<file path="config.mk">
export PLATFORM = sky130hd
export DESIGN_NAME = irqr_top
export DESIGN_NICKNAME = d
export VERILOG_FILES = /design/src/rtl/irqr_pkg.sv /design/src/rtl/irqr_swizzle.sv /design/src/rtl/irqr_route_regs.sv /design/src/rtl/irqr_level_map.sv /design/src/rtl/irqr_top.sv
export SDC_FILE = /design/constraint.sdc
export NUM_CORES = 1
export LEC_CHECK = 0
export ABC_AREA = 1
export BUFFER_PORTS_ARGS = -buffer_cell sky130_fd_sc_hd__buf_2
export CORE_MARGIN = 2
export CORE_UTILIZATION = 60
export DETAILED_ROUTE_END_ITERATION = 8
export HOLD_SLACK_MARGIN = 0.03
export PLACE_DENSITY = 0.82
export SYNTH_ARGS = -nofsm -noshare
export SYNTH_HDL_FRONTEND = slang
export SYNTH_SLANG_ARGS = --single-unit
</file>
<file path="constraint.sdc">
create_clock -name clk -period 3.34 [get_ports clk]
set_input_delay 0.334 -clock clk [delete_from_list [all_inputs] [get_ports clk]]
set_output_delay 0.334 -clock clk [all_outputs]
set_load 0.005 [all_outputs]
</file>
<file path="src/rtl/irqr_pkg.sv">
package irqr_pkg;
  localparam int LINES    = 4;
  localparam int LINE_IW  = $clog2(LINES);
  localparam int ROUTE_W  = 8;
  localparam logic [ROUTE_W-1:0] ROUTE_RST = 8'h80;

  typedef logic [LINES-1:0][ROUTE_W-1:0] route_arr_t;

  // shared line index for a pin on a given device number
  function automatic int swz_line(input int pin, input int dev);
    int v;
    v = (pin + dev - 1) % LINES;
    if (v < 0) v = v + LINES;
    return v;
  endfunction
endpackage

</file>
<file path="src/rtl/irqr_swizzle.sv">
module irqr_swizzle
  import irqr_pkg::*;
#(
  parameter int SLOTS     = 4,
  parameter int FIRST_DEV = 1
) (
  input  logic [4*SLOTS-1:0] dev_int,
  output logic [LINES-1:0]   line_lvl
);
  always_comb begin
    line_lvl = '0;
    for (int s = 0; s < SLOTS; s++) begin
      for (int p = 0; p < 4; p++) begin
        line_lvl[swz_line(p, FIRST_DEV + s)] =
          line_lvl[swz_line(p, FIRST_DEV + s)] | dev_int[4*s+p];
      end
    end
  end
endmodule

</file>
<file path="src/rtl/irqr_route_regs.sv">
module irqr_route_regs
  import irqr_pkg::*;
#(
  parameter logic [7:0] ROUTE_BASE = 8'h60
) (
  input  logic               clk,
  input  logic               rst_n,
  input  logic               reg_wr,
  input  logic [7:0]         reg_addr,
  input  logic [ROUTE_W-1:0] reg_wdata,
  output logic [ROUTE_W-1:0] reg_rdata,
  output route_arr_t         route_q,
  output route_arr_t         route_nxt
);
  logic [7:0] offs;
  logic       hit;

  assign offs = reg_addr - ROUTE_BASE;
  assign hit  = (int'(offs) < LINES);

  always_comb begin
    for (int l = 0; l < LINES; l++) begin
      if (reg_wr && hit && (offs[LINE_IW-1:0] == LINE_IW'(l)))
        route_nxt[l] = reg_wdata;
      else
        route_nxt[l] = route_q[l];
    end
  end

  always_ff @(posedge clk or negedge rst_n) begin
    if (!rst_n) begin
      for (int l = 0; l < LINES; l++) route_q[l] <= ROUTE_RST;
    end else begin
      route_q <= route_nxt;
    end
  end

  always_comb begin
    reg_rdata = '0;
    if (hit) reg_rdata = route_q[offs[LINE_IW-1:0]];
  end
endmodule

</file>
<file path="src/rtl/irqr_level_map.sv">
module irqr_level_map
  import irqr_pkg::*;
#(
  parameter int OUT_CNT = 16
) (
  input  logic               clk,
  input  logic               rst_n,
  input  logic [LINES-1:0]   line_lvl,
  input  route_arr_t         route_nxt,
  output logic [OUT_CNT-1:0] irq_out
);
  localparam int MAP_W = OUT_CNT * LINES;
  localparam int OUT_W = (OUT_CNT > 1) ? $clog2(OUT_CNT) : 1;

  logic [MAP_W-1:0] lvl_d, lvl_q;

  always_comb begin
    for (int o = 0; o < OUT_CNT; o++) begin
      for (int l = 0; l < LINES; l++) begin
        lvl_d[o*LINES+l] = line_lvl[l]
                         && (int'(route_nxt[l]) < OUT_CNT)
                         && (route_nxt[l][OUT_W-1:0] == OUT_W'(o));
      end
    end
  end

  always_ff @(posedge clk or negedge rst_n) begin
    if (!rst_n) lvl_q <= '0;
    else        lvl_q <= lvl_d;
  end

  for (genvar o = 0; o < OUT_CNT; o++) begin : g_out
    assign irq_out[o] = |lvl_q[o*LINES +: LINES];
  end
endmodule

</file>
<file path="src/rtl/irqr_top.sv">
module irqr_top
  import irqr_pkg::*;
#(
  parameter int         SLOTS      = 4,
  parameter int         FIRST_DEV  = 1,
  parameter int         OUT_CNT    = 16,
  parameter logic [7:0] ROUTE_BASE = 8'h60
) (
  input  logic               clk,
  input  logic               rst_n,
  input  logic [4*SLOTS-1:0] dev_int,
  input  logic               reg_wr,
  input  logic [7:0]         reg_addr,
  input  logic [7:0]         reg_wdata,
  output logic [7:0]         reg_rdata,
  output logic [OUT_CNT-1:0] irq_out
);
  logic [LINES-1:0] line_lvl;
  route_arr_t       route_q;
  route_arr_t       route_nxt;

  irqr_swizzle #(.SLOTS(SLOTS), .FIRST_DEV(FIRST_DEV)) u_swz (
    .dev_int  (dev_int),
    .line_lvl (line_lvl)
  );

  irqr_route_regs #(.ROUTE_BASE(ROUTE_BASE)) u_regs (
    .clk       (clk),
    .rst_n     (rst_n),
    .reg_wr    (reg_wr),
    .reg_addr  (reg_addr),
    .reg_wdata (reg_wdata),
    .reg_rdata (reg_rdata),
    .route_q   (route_q),
    .route_nxt (route_nxt)
  );

  irqr_level_map #(.OUT_CNT(OUT_CNT)) u_map (
    .clk       (clk),
    .rst_n     (rst_n),
    .line_lvl  (line_lvl),
    .route_nxt (route_nxt),
    .irq_out   (irq_out)
  );
endmodule

</file>
==> out/summary.txt, run 1 <==
Total of max-cap violations - 0
Mapped Area - 0.004657 mm²
Synth area leaders - dfrtp_1, nand2_1, nand4_1
Int Pwr - 1.600 mW
Primary FF master, synth - dfrtp_1
Final nets - 628
Synth Instances - 541
Final setup fails - 0
P&R area growth vs syn - 10.56%
CTS H-tree lvls - 3
Sink Count - 96
Global Route met3 Usage - 5.177%
Seq cells post-synth - 96
Hold Crit Class - in2reg
CTS Buf Count - 9
Reg2reg end - u_map.lvl_q[11]$_DFF_PN0_
Hold Startpoint - reg_wdata[7]
Number of DRC markers in iteration 0 - 353
Clk buf depth - 2
Switching part of the total - 31.50%
Crit path time final - 2.506 ns
Synth top cells by count - nand2_1, dfrtp_1, nor2_1
Total number of vias - 3939
Number of setup buffers added after CTS - 0
Status - finished clean
Leakage - 2.675 nW
CP endpoint kind - output port
Post-DP HPWL - 8.703 mm
Crit start category - input port
ANT nets after route - 0
Critical Path AT - 2.17 ns
Post-synth EDFFs - 0
Gp weighted congestion - 0.9297
R2R depth - 5
DRC Markers - 0
RSZ-0062 raised after global routing - no
Clk network pwr share - 32.0%
Die outline height - 92.10 µm
Final worst path period share - 75.03%
Num rows - 32
Port Buffers - 58
Max frequency - 399.0 MHz
Top-area cell type share of the netlist area - 49.44%
Hold Path End - u_regs.route_q[15]$_DFF_PN1_
Reg2reg start - u_regs.route_q[31]$_DFF_PN1_
Total grt overflow - 0
Syn nets - 577
Syn. warnings - 0
Logic pwr share - 14.9%
Initial antenna violation count - 0
Clk_lat worst skew - 0.38 ns
Hold path depth - 3
Io pins - 59
Syn_area_per_cell - 8.608 µm²
Total chip power - 2.335 mW
First-pass GRT wire length - 18.83 mm
Cts repair resizes - 0
Core Box Area - 0.007607 mm²
Post-synth ARST share - 100.0%
Final wirelength - 11.69 mm
Slew headroom - 51.07%
Via-per-instance ratio - 5.635
GRT met2 Usage - 49.75%
Diode count - 0
Worst clock skew - 0.01658 ns
Die ar. - 0.008482 mm²
FILL cells - 639
Largest net degree at the start of global routing - 45
Sequential power share - 53.1%
Initial core utilization - 61.22%
Pwr/cell area - 453.5 mW/mm²
Final Max Slew Viols - 0
Initial DRT Pass Iterations - 5
Post-route setup TNS - 0 ns
Seq/Total Area, Yosys - 51.69%
FF-to-FF setup slack - 1.98 ns
Critical path type - in2out
WP data required - 3.01 ns
Synth area leader - dfrtp_1
Grt peak-use layer - met2
Routed wire length per instance - 16.72 µm
Share of post-route cells with drive strength above 1 - 25.63%
Max rail drop VDD - 0.2404 mV
Clk root buf - clkbuf_8
Cell variety after synth - 25
CTS tree - yes
CTS clk-pin slew, worst paths - 0.10 ns
Most frequent cell after synthesis - nand2_1
Slew of the pin with the lowest slew margin - 0.7312 ns
Sw Pwr - 0.7355 mW
Final hold violations - 0
Vias in the first global route - 3800
Die width - 92.10 µm
Gr usage total - 29.50%
Critical Path Fanout Max - 37
M1 GR Usage - 37.73%
worst max-delay path by stage:
stage	start	endpoint	slack [ns]	cells after the start
global route	reg_addr[5]	reg_rdata[0]	0.68	8
global placement	reg_addr[5]	u_map.lvl_q[32]$_DFF_PN0_	0.71	12
floorplan	reg_addr[5]	reg_rdata[0]	1.32	8
finish	reg_addr[5]	reg_rdata[3]	0.83	8
CTS	reg_addr[5]	reg_rdata[3]	0.85	8
detailed placement	reg_addr[5]	u_map.lvl_q[32]$_DFF_PN0_	0.68	12
cells by family (layout without fill, tap and decap cells):
logic type                 count (synthesis)  after routing  share of synthesized area [%]
AOI/OAI and AO/OA                         20             20                          2.902
and+or+nand+nor                          371            371                          38.98
buffers and inverters                     53            109                          6.153
adders and majority gates                  1              1                         0.2686
DFF                                       96             96                          51.69
power by group through the flow:
stage                     logic [mW]  clock network, mW  registers [mW]
final                          0.348              0.747            1.24
after detailed placement       0.344                  0            1.26
after CTS                      0.345              0.761            1.24
after floorplan                0.240                  0            1.25
after global placement         0.337                  0            1.26
after global routing           0.382              0.818            1.24
metrics by stage:
stage / cell area (µm²) / worst slack (ns) / std cells / hold WS [ns] / utilization (%)
after global placement: 4941 / 0.7092 / 682 / 0.3743 / 64.95
after CTS: 5149 / 0.8528 / 699 / 0.2703 / 67.68
final: 5149 / 0.8340 / 699 / 0.2801 / 67.68
after detailed placement: 4941 / 0.6820 / 682 / 0.3787 / 64.95
after floorplan: 4657 / 1.317 / 541 / 0.03841 / -
after global routing: 5149 / 0.6845 / 699 / 0.2832 / 67.68
per-layer routing:
metal	vias up	share of wire (%)
met5	-	0
met2	186	51
met4	0	2.9
met3	29	6.2
li1	1862	-
met1	1862	40
registers in the layout, summed over array words and instances (netlist names):
signal,cells
u_regs.route_q,32
u_map.lvl_q,64
cell type report:
type | instances | area [µm²] | area share (%)
Inverter | 28 | 105.1 | 2.041
Timing Repair Buffer | 65 | 347.8 | 6.756
Clock inverter | 7 | 73.82 | 1.434
Tap cell | 102 | 127.6 | 2.479
Clock buffer | 9 | 123.9 | 2.406
Sequential cell | 96 | 2407 | 46.76
Multi-Input combinational cell | 392 | 1963 | 38.13
worst max-delay path, cell delays in order:
cell and delay (ns):
buf_2 0.11, ha_1 0.28, inv_1 0.06, nand2_2 0.08, nor2_8 0.43, inv_1 0.25, a2111oi_0 0.42, buf_2 0.20
what timing repair did:
| action | CTS | global route |
|---|---|---|
| hold buffers | 1 | 0 |
| hold endpoints to repair | 38 | 0 |
| endpoints found under the setup margin | 0 | 0 |
cell usage in the layout (no fill, tap or decap), types with 2 or more instances in the layout:
master       n
nand2_1    163
dfrtp_1     92
nor2_1      73
buf_2       57
nand4_1     48
nor2_2      46
inv_1       26
or4_1       16
nand2_2     14
clkbuf_8     9
a22oi_1      8
buf_4        7
nand3_2      4
a21oi_1      4
o21ai_0      4
a2111oi_0    4
dfstp_2      4
nand3_4      3
clkinv_1     2
nand3_1      2
inv_8        2
inv_6        2
clkinv_4     2
(Power assumes the default switching activity.)
==> run 2: changes to the inputs <==
--- a/config.mk
+++ b/config.mk
@@ -8,10 +8,10 @@
 export ABC_AREA = 1
 export BUFFER_PORTS_ARGS = -buffer_cell sky130_fd_sc_hd__buf_2
 export CORE_MARGIN = 2
-export CORE_UTILIZATION = 60
+export CORE_UTILIZATION = 52
 export DETAILED_ROUTE_END_ITERATION = 8
 export HOLD_SLACK_MARGIN = 0.03
-export PLACE_DENSITY = 0.82
+export PLACE_DENSITY = 0.76
 export SYNTH_ARGS = -nofsm -noshare
 export SYNTH_HDL_FRONTEND = slang
 export SYNTH_SLANG_ARGS = --single-unit
==> constraint.sdc (replaced) <==
create_clock -name clk -period 2.1 [get_ports clk]
set_input_delay 0.21 -clock clk [delete_from_list [all_inputs] [get_ports clk]]
set_output_delay 0.21 -clock clk [all_outputs]
set_load 0.005 [all_outputs]
==> run 2 against run 1 <==
Net effect: global-route usage fell by 3.2 points; core utilization down 5.8 points; register-to-register slack got worse by 1.1 ns; via count is 0.13% higher; sequential share of layout area shrank 2.2 points; worst hold slack worse by 0.13 ns; combinational power up 88%; routed wire length is 4.9% higher; critical path type unchanged; largest power group unchanged.
==> out/summary.txt, run 2 (synthesis gave the netlist of run 1 again) <==
Via-per-instance ratio - 5.425 (-3.7%)
Critical path type - in2out
Gr usage total - 26.34% (-3.2 points)
Number of setup buffers added after CTS - 0 (unchanged)
Most frequent cells in the layout - nand2_1, dfrtp_1, nor2_1
CTS tree - yes
Initial core utilization - 53.40% (-7.8 points)
Worst clock skew - 0.01074 ns (-0.005840 ns)
WP data required - 1.89 ns (-1.12 ns)
Sink Count - 96 (unchanged)
Number of DRC markers in iteration 0 - 235 (-33%)
Leakage - 2.810 nW (+5.0%)
Share of post-route cells with drive strength above 1 - 28.27% (+2.6 points)
DRC Markers - 0 (unchanged)
Largest regs - u_map.lvl_q (64), u_regs.route_q (32)
Clk root buf - clkbuf_8
M1 GR Usage - 34.62% (-3.1 points)
Post-Place Setup Slack - -0.05538 ns (-0.7373 ns)
GRT met2 Usage - 44.27% (-5.5 points)
Final WS setup - 0.1016 ns (-0.7324 ns)
Slew headroom - 66.01% (+15 points)
CP endpoint kind - output port
Hold WS - 0.1512 ns (-0.1289 ns)
First-pass GRT wire length - 19.68 mm (+4.5%)
Gp weighted congestion - 0.8732 (-6.1%)
Total number of vias - 3944 (+0.13%)
ANT nets after route - 0 (unchanged)
Clk buf depth - 2 (unchanged)
Hold path depth - 3 (unchanged)
Pwr/cell area - 725.6 mW/mm² (+60%)
Commonest non-fill, non-tap cell in the layout - nand2_1
Port Buffers - 58 (unchanged)
P&R area growth vs syn - 15.93%
Total of max-cap violations - 0 (unchanged)
Global Route met3 Usage - 3.191% (-2.0 points)
Die ar. - 0.009729 mm² (+15%)
Die outline height - 98.64 µm (+7.1%)
CTS H-tree lvls - 3 (unchanged)
Initial DRT Pass Iterations - 6 (+1)
Largest Register - u_map.lvl_q
Total grt overflow - 0 (unchanged)
Slew of the pin with the lowest slew margin - 0.5099 ns (-0.2214 ns)
Hold Crit Class - in2reg
Post-DP HPWL - 9.238 mm (+6.2%)
Largest net degree at the start of global routing - 40 (-11%)
RSZ-0062 raised after global routing - no
Die width - 98.64 µm (+7.1%)
Diode count - 0 (unchanged)
Clk_lat worst skew - 0.37 ns (about the same)
Final hold violations - 0 (unchanged)
Num rows - 34 (+6.3%)
Critical Path Fanout Max - 11 (-70%)
Hold Startpoint - reg_wdata[7]
Routed wire length per instance - 16.85 µm (+0.82%)
Crit path time final - 1.998 ns
Final setup fails - 0 (unchanged)
Status - finished clean
Critical Path AT - 1.79 ns (-0.38 ns)
Core Box Area - 0.008721 mm² (+15%)
Final nets - 650 (+3.5%)
Reg2reg start - u_regs.route_q[2]$_DFF_PN0_
Final wirelength - 12.25 mm (+4.9%)
Largest register FFs - 64 (unchanged)
Hold Path End - u_regs.route_q[15]$_DFF_PN1_
Max frequency - 500.4 MHz
Crit start category - input port
Reg2reg end - u_map.lvl_q[36]$_DFF_PN0_
CTS Buf Count - 9 (unchanged)
Grt peak-use layer - met2
Io pins - 59 (unchanged)
Vias in the first global route - 3839 (+1.0%)
Initial antenna violation count - 0 (unchanged)
R2R depth - 5 (unchanged)
Final worst path period share - 95.16%
CTS clk-pin slew, worst paths - 0.10 ns (about the same)
FF-to-FF setup slack - 0.87 ns (-1.11 ns)
Max rail drop VDD - 0.3041 mV (+26%)
Final Max Slew Viols - 0 (unchanged)
==> run 2: metal layers <==
layer  vias up  share of wire, %
met2       154                50
met4         0               3.0
met3        30               5.4
met1      1857                42
met5         -                 0
li1       1903                 -
==> run 2: area by class of cell <==
class / count / area, µm²
multi-input combinational: 392 / 1966
fill: 763 / 3322
timing repair buffer: 87 / 575.6
inverter: 28 / 105.1
tap: 108 / 135.1
sequential: 96 / 2407
clock buffer: 9 / 123.9
clock inverter: 7 / 86.33
==> run 2: report_power, final <==
group | internal [mW] | leakage (nW) | switching, mW
clock | 0.576 | 0.104 | 0.715
combinational | 0.230 | 1.40 | 0.425
sequential | 1.93 | 1.31 | 0.0418
==> run 2: worst max-delay path by stage <==
stage	from	to	slack, ns	depth (start not counted)
after floorplan	reg_addr[5]	reg_rdata[0]	0.33	8
after global placement	reg_addr[5]	u_map.lvl_q[19]$_DFF_PN0_	-0.003	11
after detailed placement	reg_addr[5]	u_map.lvl_q[19]$_DFF_PN0_	-0.06	11
after CTS	reg_addr[5]	reg_rdata[0]	0.13	8
after global routing	reg_addr[5]	reg_rdata[0]	0.01	8
final	reg_addr[5]	reg_rdata[0]	0.10	8
==> run 2: stage by stage <==
step           instances  instance area (µm²)  total power [mW]   TNS (ns)  util (%)
4_1_cts              727                 5396             3.936          0     61.88
5_1_grt              727                 5399             4.098          0     61.91
6_report             727                 5399             3.918          0     61.91
3_5_place_dp         710                 5176             2.659   -0.07820     59.35
3_3_place_gp         710                 5176             2.649  -0.003352     59.35
2_1_floorplan        541                 4657             2.371          0         -
==> run 2: worst max-delay path, stage by stage <==
cell       delay (ns)
buf_2            0.10
ha_1             0.28
inv_1            0.06
nand2_2          0.08
nor2_8           0.23
inv_1            0.20
a2111oi_0        0.41
buf_2            0.20
==> run 2: repair_timing <==
action,in CTS,in global routing
endpoints found under the setup margin,0,1
endpoints found under the hold margin,34,0
hold buffers,1,0
gates resized for setup,0,2
